--- src/rtl/t1_cond_pkg.sv ---
package t1_cond_pkg;

   typedef enum logic [1:0] {
      ZCS_NONE = 2'd0,
      ZCS_SUBST = 2'd1,
      ZCS_JAM = 2'd2
   } zcs_mode_e;

   // transparent overrides the substitution select
   function automatic zcs_mode_e zcs_decode(input logic off, input logic subst);
      if (off) return ZCS_NONE;
      if (subst) return ZCS_SUBST;
      return ZCS_JAM;
   endfunction

   // line bit n (1 = MSB, sent first) to vector index
   function automatic int unsigned line_bit_idx(input int unsigned n, input int unsigned w);
      return w - n;
   endfunction

endpackage

--- src/rtl/t1_zcs_stage.sv ---
module t1_zcs_stage
   import t1_cond_pkg::*;
#(
   parameter int unsigned OCT_W = 8,
   parameter int unsigned JAM_LINE_BIT = 7
) (
   input  logic [OCT_W-1:0] oct_i,
   input  zcs_mode_e        mode_i,
   output logic [OCT_W-1:0] oct_o
);
   localparam int unsigned JAM_IDX = line_bit_idx(JAM_LINE_BIT, OCT_W);

   if (JAM_LINE_BIT < 1 || JAM_LINE_BIT > OCT_W) begin : g_bad_jam
      $error("JAM_LINE_BIT out of range");
   end

   logic is_zero;
   assign is_zero = (oct_i == '0);

   always_comb begin
      oct_o = oct_i;
      if (mode_i == ZCS_JAM && is_zero) begin
         oct_o[JAM_IDX] = 1'b1;
      end
   end

endmodule

--- src/rtl/t1_rbs_stage.sv ---
module t1_rbs_stage
   import t1_cond_pkg::*;
#(
   parameter int unsigned OCT_W = 8,
   parameter int unsigned NUM_CH = 24,
   parameter int unsigned SIG_W = 4,
   parameter int unsigned FRM_W = 5,
   parameter int unsigned RB_PERIOD = 6,
   parameter int unsigned ESF_FRAMES = 24,
   parameter int unsigned SF_FRAMES = 12,
   localparam int unsigned CH_W = (NUM_CH > 1) ? $clog2(NUM_CH) : 1
) (
   input  logic [OCT_W-1:0]        oct_i,
   input  logic [CH_W-1:0]         chan_i,
   input  logic [FRM_W-1:0]        frame_i,
   input  logic [NUM_CH*SIG_W-1:0] sig_tbl_i,
   input  logic                    rb_off_i,
   input  logic                    esf_i,
   output logic [OCT_W-1:0]        oct_o
);
   localparam int unsigned RB_IDX = line_bit_idx(8, OCT_W);
   localparam int unsigned TBL_N = 2 ** CH_W;
   localparam logic [FRM_W-1:0] PER = FRM_W'(RB_PERIOD);
   localparam logic [FRM_W-1:0] ESF_MAX = FRM_W'(ESF_FRAMES);
   localparam logic [FRM_W-1:0] SF_MAX = FRM_W'(SF_FRAMES);

   if (OCT_W < 8) begin : g_bad_w
      $error("OCT_W must be at least 8");
   end
   if (ESF_FRAMES / RB_PERIOD > SIG_W) begin : g_bad_sig
      $error("not enough signalling bits for the superframe");
   end
   if (ESF_FRAMES >= 2 ** FRM_W) begin : g_bad_frm
      $error("FRM_W too narrow");
   end

   logic [SIG_W-1:0] nib_tbl [TBL_N];

   for (genvar c = 0; c < TBL_N; c++) begin : g_nib
      if (c < NUM_CH) begin : g_real
         assign nib_tbl[c] = sig_tbl_i[c*SIG_W +: SIG_W];
      end else begin : g_pad
         assign nib_tbl[c] = '0;
      end
   end

   logic [SIG_W-1:0] nib;
   logic [FRM_W-1:0] slot;
   logic [FRM_W-1:0] frm_max;
   logic             on_slot;
   logic             sig_bit;

   assign nib     = nib_tbl[chan_i];
   assign slot    = frame_i / PER;
   assign frm_max = esf_i ? ESF_MAX : SF_MAX;
   assign on_slot = !rb_off_i && (frame_i % PER == '0) && (slot != '0)
                    && (frame_i <= frm_max);

   always_comb begin
      sig_bit = 1'b0;
      for (int k = 1; k <= int'(SIG_W); k++) begin
         if (int'(slot) == k) sig_bit = nib[SIG_W - k];
      end
   end

   always_comb begin
      oct_o = oct_i;
      if (on_slot) oct_o[RB_IDX] = sig_bit;
   end

endmodule

--- src/rtl/t1_fdl_gen.sv ---
module t1_fdl_gen #(
   parameter int unsigned HALF = 8,
   localparam int unsigned CNT_W = $clog2(2 * HALF)
) (
   input  logic clk,
   input  logic rst_n,
   input  logic pat_on_i,
   input  logic stb_i,
   input  logic ext_i,
   output logic bit_o
);
   localparam logic [CNT_W-1:0] LAST = CNT_W'(2 * HALF - 1);
   localparam logic [CNT_W-1:0] HALF_V = CNT_W'(HALF);

   if (HALF < 1) begin : g_bad_half
      $error("HALF must be at least 1");
   end

   logic [CNT_W-1:0] cnt_q;
   logic             pat_bit;

   assign pat_bit = (cnt_q < HALF_V);

   always_ff @(posedge clk or negedge rst_n) begin
      if (!rst_n) begin
         cnt_q <= '0;
      end else if (!pat_on_i) begin
         cnt_q <= '0;
      end else if (stb_i) begin
         cnt_q <= (cnt_q == LAST) ? '0 : cnt_q + 1'b1;
      end
   end

   always_ff @(posedge clk or negedge rst_n) begin
      if (!rst_n) begin
         bit_o <= 1'b0;
      end else if (stb_i) begin
         bit_o <= pat_on_i ? pat_bit : ext_i;
      end
   end

endmodule

--- src/rtl/t1_tx_chan_cond.sv ---
module t1_tx_chan_cond
   import t1_cond_pkg::*;
#(
   parameter int unsigned OCT_W = 8,
   parameter int unsigned NUM_CH = 24,
   parameter int unsigned SIG_W = 4,
   parameter int unsigned FRM_W = 5,
   parameter int unsigned RB_PERIOD = 6,
   parameter int unsigned ESF_FRAMES = 24,
   parameter int unsigned SF_FRAMES = 12,
   parameter int unsigned FDL_HALF = 8,
   localparam int unsigned CH_W = (NUM_CH > 1) ? $clog2(NUM_CH) : 1
) (
   input  logic                    clk,
   input  logic                    rst_n,
   input  logic                    oct_vld,
   input  logic [OCT_W-1:0]        oct_in,
   input  logic [CH_W-1:0]         chan_idx,
   input  logic [FRM_W-1:0]        frame_num,
   input  logic [NUM_CH*SIG_W-1:0] sig_tbl,
   input  logic                    zcs_off,
   input  logic                    b8zs_en,
   input  logic                    rb_off,
   input  logic                    yel_alm,
   input  logic                    esf_mode,
   input  logic                    esf_yel,
   input  logic                    fdl_ext,
   input  logic                    fdl_stb,
   output logic [OCT_W-1:0]        oct_out,
   output logic                    oct_vld_out,
   output logic                    b8zs_req,
   output logic                    fdl_bit
);
   localparam int unsigned YEL_IDX = line_bit_idx(2, OCT_W);

   zcs_mode_e        mode;
   logic [OCT_W-1:0] zcs_oct;
   logic [OCT_W-1:0] rbs_oct;
   logic [OCT_W-1:0] fin_oct;

   assign mode = zcs_decode(zcs_off, b8zs_en);

   t1_zcs_stage #(
      .OCT_W(OCT_W),
      .JAM_LINE_BIT(7)
   ) u_zcs (
      .oct_i (oct_in),
      .mode_i(mode),
      .oct_o (zcs_oct)
   );

   t1_rbs_stage #(
      .OCT_W     (OCT_W),
      .NUM_CH    (NUM_CH),
      .SIG_W     (SIG_W),
      .FRM_W     (FRM_W),
      .RB_PERIOD (RB_PERIOD),
      .ESF_FRAMES(ESF_FRAMES),
      .SF_FRAMES (SF_FRAMES)
   ) u_rbs (
      .oct_i    (zcs_oct),
      .chan_i   (chan_idx),
      .frame_i  (frame_num),
      .sig_tbl_i(sig_tbl),
      .rb_off_i (rb_off),
      .esf_i    (esf_mode),
      .oct_o    (rbs_oct)
   );

   always_comb begin
      fin_oct = rbs_oct;
      if (yel_alm) fin_oct[YEL_IDX] = 1'b0;
   end

   always_ff @(posedge clk or negedge rst_n) begin
      if (!rst_n) begin
         oct_out     <= '0;
         oct_vld_out <= 1'b0;
         b8zs_req    <= 1'b0;
      end else begin
         oct_vld_out <= oct_vld;
         if (oct_vld) begin
            oct_out  <= fin_oct;
            b8zs_req <= (mode == ZCS_SUBST) && (fin_oct == '0);
         end
      end
   end

   t1_fdl_gen #(
      .HALF(FDL_HALF)
   ) u_fdl (
      .clk     (clk),
      .rst_n   (rst_n),
      .pat_on_i(esf_mode && esf_yel),
      .stb_i   (fdl_stb),
      .ext_i   (fdl_ext),
      .bit_o   (fdl_bit)
   );

endmodule

--- config.mk ---
export PLATFORM = sky130hd
export DESIGN_NAME = t1_tx_chan_cond
export DESIGN_NICKNAME = d
export VERILOG_FILES = /design/src/rtl/t1_cond_pkg.sv /design/src/rtl/t1_zcs_stage.sv /design/src/rtl/t1_rbs_stage.sv /design/src/rtl/t1_fdl_gen.sv /design/src/rtl/t1_tx_chan_cond.sv
export SDC_FILE = /design/constraint.sdc
export NUM_CORES = 1
export LEC_CHECK = 0
export BUFFER_PORTS_ARGS = -buffer_cell sky130_fd_sc_hd__buf_2
export CORE_UTILIZATION = 40
export DETAILED_ROUTE_END_ITERATION = 8
export GPL_TIMING_DRIVEN = 0
export HOLD_SLACK_MARGIN = 0.05
export PLACE_DENSITY = 0.77
export SYNTH_ARGS = -nofsm -noshare
export SYNTH_HDL_FRONTEND = slang
export SYNTH_HIERARCHICAL = 1
export SYNTH_SLANG_ARGS = --single-unit
--- constraint.sdc ---
create_clock -name clk -period 2.68 [get_ports clk]
set_clock_uncertainty 0.15 [all_clocks]
set_input_delay 0.402 -clock clk [delete_from_list [all_inputs] [get_ports clk]]
set_output_delay 0.402 -clock clk [all_outputs]
set_load 0.01 [all_outputs]
* Word level (Yosys, flattened, before mapping)
Index checks and enable logic that the tools add are counted.
Word-level totals: bits of input ports 125, logic and storage cells 53, bits in registers 15
Operators by class: $add $sub $neg 1, equal/unequal tests 8, reduce and logical (&&, ||, !) cells 11, div/mod/pow operators 2, magnitude comparators 3, bitwise operators 1, mux-type cells 22
Operators with widths (number):
- 4-bit binary-select mux with 5-bit select | 1
- 4-bit two-way mux | 5
- 8-bit logical NOT | 2
- 1-bit two-way mux | 11
- 5-bit by 3-bit equality test with 1-bit output, second input constant | 2
- 2-bit two-way mux | 4
- 6-bit greater-or-equal comparator, second input constant | 1
- 1-bit logical AND | 6
- 5-bit inverter with 6-bit output | 1
- 5-bit by 3-bit divider with 5-bit output, second input constant | 1
- 5-bit by 2-bit equality test with 1-bit output, second input constant | 1
- 5-bit by 4-bit equality test with 1-bit output, second input constant | 1
- 5-bit <= comparator | 1
- 5-bit logical NOT | 1
- 5-bit by 3-bit modulo with 5-bit output, second input constant | 1
- 5-bit two-way mux | 1
- 5-bit nonzero test | 1
- 4-bit by 1-bit adder with 4-bit output, second input constant | 1
- 4-bit equality test, second input constant | 1
- 4-bit < comparator, second input constant | 1
- 2-bit by 1-bit equality test with 1-bit output, second input constant | 1
- 2-bit equality test, second input constant | 1
- 2-bit inequality test, second input constant | 1
- 1-bit logical NOT | 1

* Logic depth before layout (Yosys ltp)
depth after elaboration 11, depth in mapped cells 17, depth with buffers taken out 15

* Cells and area by module
The synthesis kept the hierarchy.
Modules (own cells, without submodules):
- t1_rbs_stage | area an instance 1261.2 µm², instances 1, seq. area each 0.0 µm², cells an instance 125
- t1_tx_chan_cond | area an instance 422.9 µm², instances 1, seq. area each 250.2 µm², cells an instance 29
- t1_fdl_gen | area an instance 255.2 µm², instances 1, seq. area each 125.1 µm², cells an instance 24
- t1_zcs_stage | area an instance 76.3 µm², instances 1, seq. area each 0.0 µm², cells an instance 11

* Worst setup path after synthesis
No wires, ideal clock.
path type input to register, start in frame_num[2], end reg b8zs_req, path buffers 2, data arrival time 2.698 ns, stages 17, path slack -0.251 ns, data required time 2.447 ns, cell sequence buf_2 > nand3b_1 > ha_1 > buf_2 > o31a_2 > nand2_1 > o21ai_0 > ha_1 > inv_1 > o211ai_1 > a311oi_1 > nor2b_1 > o221ai_1 > a31oi_1 > nor4_1 > nand4_1 > o21ai_0
Between the ends: word-level cells in the longest chain between the ends 9, elaborated cells between the ends (all ways) 19, those cells by class div: 2; order compare: 1; eq/ne: 4; mux: 5; reduce/logical: 7
RTL lines:
- start, declared | RTL line t1_tx_chan_cond.sv:19 | input logic [FRM_W-1:0] frame_num,
- 5-bit by 3-bit divider with 5-bit output | RTL line t1_rbs_stage.sv:54 | assign slot = frame_i / PER;
- 5-bit by 2-bit equality test with 1-bit output | RTL line t1_rbs_stage.sv:62 | if (int'(slot) == k) sig_bit = nib[SIG_W - k];
- 1-bit two-way mux (4 in a row) | RTL line t1_rbs_stage.sv:62
- 1-bit two-way mux * | RTL line t1_rbs_stage.sv:68 | if (on_slot) oct_o[RB_IDX] = sig_bit;
- via fin_oct[0] | RTL line t1_tx_chan_cond.sv:39 | logic [OCT_W-1:0] fin_oct;
- 8-bit logical NOT * | RTL line t1_tx_chan_cond.sv:84 | b8zs_req <= (mode == ZCS_SUBST) && (fin_oct == '0);
- 1-bit logical AND * | RTL line t1_tx_chan_cond.sv:84
- end signal, assigned | RTL line t1_tx_chan_cond.sv:84
- end, declared | RTL line t1_tx_chan_cond.sv:31 | output logic b8zs_req,
Mark *: on every way through the listed nets, which the timed path passes. The rest lies on a longest branch. A chain may end at the register's enable or synchronous reset.

* Worst setup path in the final report
start in frame_num[4], end reg b8zs_req
Same word-level chain as after synthesis.

==> flow_metrics.tcl <==
set metrics [dict create \
    status "complete, but fails checks" \
    violations "negative setup slack" \
    drtIter0Drc 48 \
    hp-start "oct_vld" \
    cp_data_arrival_time_ns 2.81 \
    fin_util_pct 61.9 \
    ys_warn_count 6 \
    nets 465 \
    wire_per_inst_um 13.5 \
    dr_total_vias 2073 \
    hold_viol 0 \
    initial_utilization_pct 42.1 \
    required_ns 2.70 \
    reg2reg_from "u_fdl/cnt_q[0]$_DFFE_PN0P_" \
    clk_latency_ns 0.24 \
    synth_edf_count 0 \
    ant_nets 0 \
    cts_tree "yes" \
    portBuffers 130 \
    p_leak_nw 1.46 \
    clk_pin_slew_worst_paths_ns 0.06 \
    fmax_ghz 0.359 \
    grt_first_pass_wirelength_mm 8.56 \
    grt_overflow_total 0 \
    dr.pass1.iters 6 \
    grt_pass1_vias 2088 \
    hp-class "primary input to flip-flop" \
    p_comb_share_pct 47.8 \
    min_period_over_period_pct 104 \
    yosys_register_bits 15 \
    path_max_fanout 9 \
    hold_depth 1 \
    yosysUniqueCellTypes 53 \
    drc 0 \
    grt_max_degree 16 \
    setup_slack_ns -0.104 \
    h-tree-depth 1 \
    layout_commonest_cell "buf_2" \
    dpl.hpwl_mm 4.44 \
    die_h_um 73.0 \
    num_io_pins 136 \
    finalSetupViolations 2 \
    slew_headroom_pct 62.4 \
    async_reset_ff_share_pct 100 \
    gp_congestion 0.813 \
    p_per_area_nw_per_um2 276 \
    finish.instance_area_sq_um 2960 \
    crit_path_end_kind "flip-flop" \
    pwr-share-clk_pct 21.6 \
    die_w_um 73.0 \
    power_switching_mw 0.237 \
    core.rowCount 25 \
    syn-num-nets 319 \
    yosys_most_used_dff "dfrtp_1" \
    power.ir.vdd_worst_mv 0.148 \
    wl_mm 5.42 \
    placed_cell_area_sq_um 2790 \
    syn_area_per_cell_sq_um 10.7 \
    reg2reg_depth 4 \
    core_sq_um 4790 \
    vias_per_cell 5.17 \
    cts_made_buffers 3 \
    area_growth_pct 47.0 \
    final_cell_mix "133 x buf_2, 25 x buf_4, 16 x nor2_1" \
    maxCapViolations 0 \
    fin_crit_ns 2.78 \
    total_power_mw 0.817 \
    criticalPathCategory "primary input to flip-flop" \
    reg2reg_slack_ns 1.47 \
    clock_tree.root_cell "clkbuf_8" \
    dieArea_sq_um 5330 \
    startpoint_type "primary input" \
    seqPwrFrac_pct 30.6 \
    p_sw_share_pct 29.0 \
    p_int_mw 0.580 \
    finalHoldWorstSlack_ns 0.139 \
    nFillCells 410 \
    drive_gt1_share_pct 61.1 \
    netlist_area_sq_um 2020 \
    grt_setup_unrepaired "true" \
    seq_area_frac_synth_pct 18.6 \
    worst_pin_slew_ns 0.559 \
    clock_sinks 15 \
    drv_slew 0 \
    num_antenna_cells 0 \
    grtUsageTotal_pct 20.5 \
    postSynthCellCount 189 \
    antenna_found_initial 0 \
    cts.path.max_buffers 2 \
    crit_start "frame_num[4]" \
]
## final timing paths
path	end
worst max-delay path	b8zs_req$_DFFE_PN0P_
worst min-delay path	oct_vld_out$_DFF_PN0_
worst max register to register	u_fdl/cnt_q[3]$_DFFE_PN0P_
worst min register to register	oct_out[2]$_DFFE_PN0P_
max in group asynchronous	u_fdl/cnt_q[0]$_DFFE_PN0P_
min in group asynchronous	oct_out[6]$_DFFE_PN0P_
## kinds of logic after synthesis
logic type,share of synthesized area [%]
and+or+nand+nor,15.4
muxes,36.4
AOI/OAI and AO/OA,12.2
buffers and inverters,12.0
DFF,18.6
xor gates and xnor gates,2.17
adders and majority gates,3.10
## layer usage
metal  wire length (um)  up-vias  GRT usage [%]  part of all wire, %
met2               3060       91           42.0                   56
met5                  0        -              0                    0
met3                303        7           2.49                  5.6
li1                   -     1015              -                    -
met4                 87        0           6.97                  1.6
met1               1970      960           21.0                   36
## timing repair
action | 4_1_cts | 5_1_grt
setup endpoints to repair | 2 | 2
hold endpoints to repair | 15 | 0
hold buffers | 1 | 0
pin swaps | 7 | 7
gates resized for setup | 6 | 4
setup buffers | 9 | 1
## metrics by stage
stage / cells / setup WS [ns] / TNS [ns]
6_report: 401 / -0.104 / -0.176
4_1_cts: 400 / -0.136 / -0.136
2_1_floorplan: 189 / -0.116 / -0.166
3_5_place_dp: 386 / -0.602 / -1.13
5_1_grt: 401 / -0.301 / -0.485
3_3_place_gp: 386 / -0.574 / -1.07
## cells in the mapped netlist, types with 2 or more instances
master,n,area (sq um)
a211oi_1,3,22.5
a21oi_1,2,10.0
a22oi_1,2,15.0
a31oi_1,6,37.5
and2_1,4,25.0
buf_2,7,35.0
buf_4,14,105
buf_6,3,33.8
dfrtp_1,15,375
ha_1,5,62.6
inv_1,8,30.0
mux2_2,7,78.8
mux2i_1,10,100
mux4_1,10,263
mux4_2,13,293
nand2_1,6,22.5
nand2b_1,5,31.3
nand3_1,2,10.0
nand3b_1,2,15.0
nor2_1,16,60.1
nor2b_1,5,31.3
nor3b_1,2,15.0
nor4_1,2,12.5
o211ai_1,2,15.0
o21ai_0,7,35.0
xnor2_1,4,35.0
## power by group through the flow
stage	clock, mW	sequential (mW)	combinational, mW
after global placement	0	0.253	0.356
after detailed placement	0	0.254	0.364
after global routing	0.196	0.252	0.426
after CTS	0.184	0.250	0.382
final	0.177	0.250	0.391
after floorplan	0	0.261	0.214
## worst max-delay path: stages
cell and delay [ns]:
buf_8 0.09, buf_4 0.12, nand2b_1 0.07, ha_2 0.17, buf_6 0.13, o31a_4 0.16, nand2_4 0.05, o21ai_2 0.05
ha_2 0.18, inv_2 0.04, buf_4 0.12, buf_4 0.12, buf_4 0.12, xnor2_1 0.11, a32o_1 0.30, nor2_1 0.15
a31oi_2 0.07, nor4_2 0.17, nand4_1 0.10, o21ai_1 0.08
## registers in the layout, summed over array words and instances, names as in the netlist
signal and count:
oct_vld_out 1, b8zs_req 1, u_fdl/cnt_q 4, oct_out 8
u_fdl/bit_o 1
## cell type report
cell class | count | area, sq um | area share [%]
Buffer | 26 | 225 | 7.60
Tap cell | 67 | 83.8 | 2.83
Inverter | 9 | 33.8 | 1.14
Clock buffer | 4 | 45.0 | 1.52
Multi-Input combinational cell | 139 | 1450 | 49.0
Sequential cell | 15 | 375 | 12.7
Timing Repair Buffer | 141 | 748 | 25.3
Note: power is estimated with default switching activity, not from simulation.
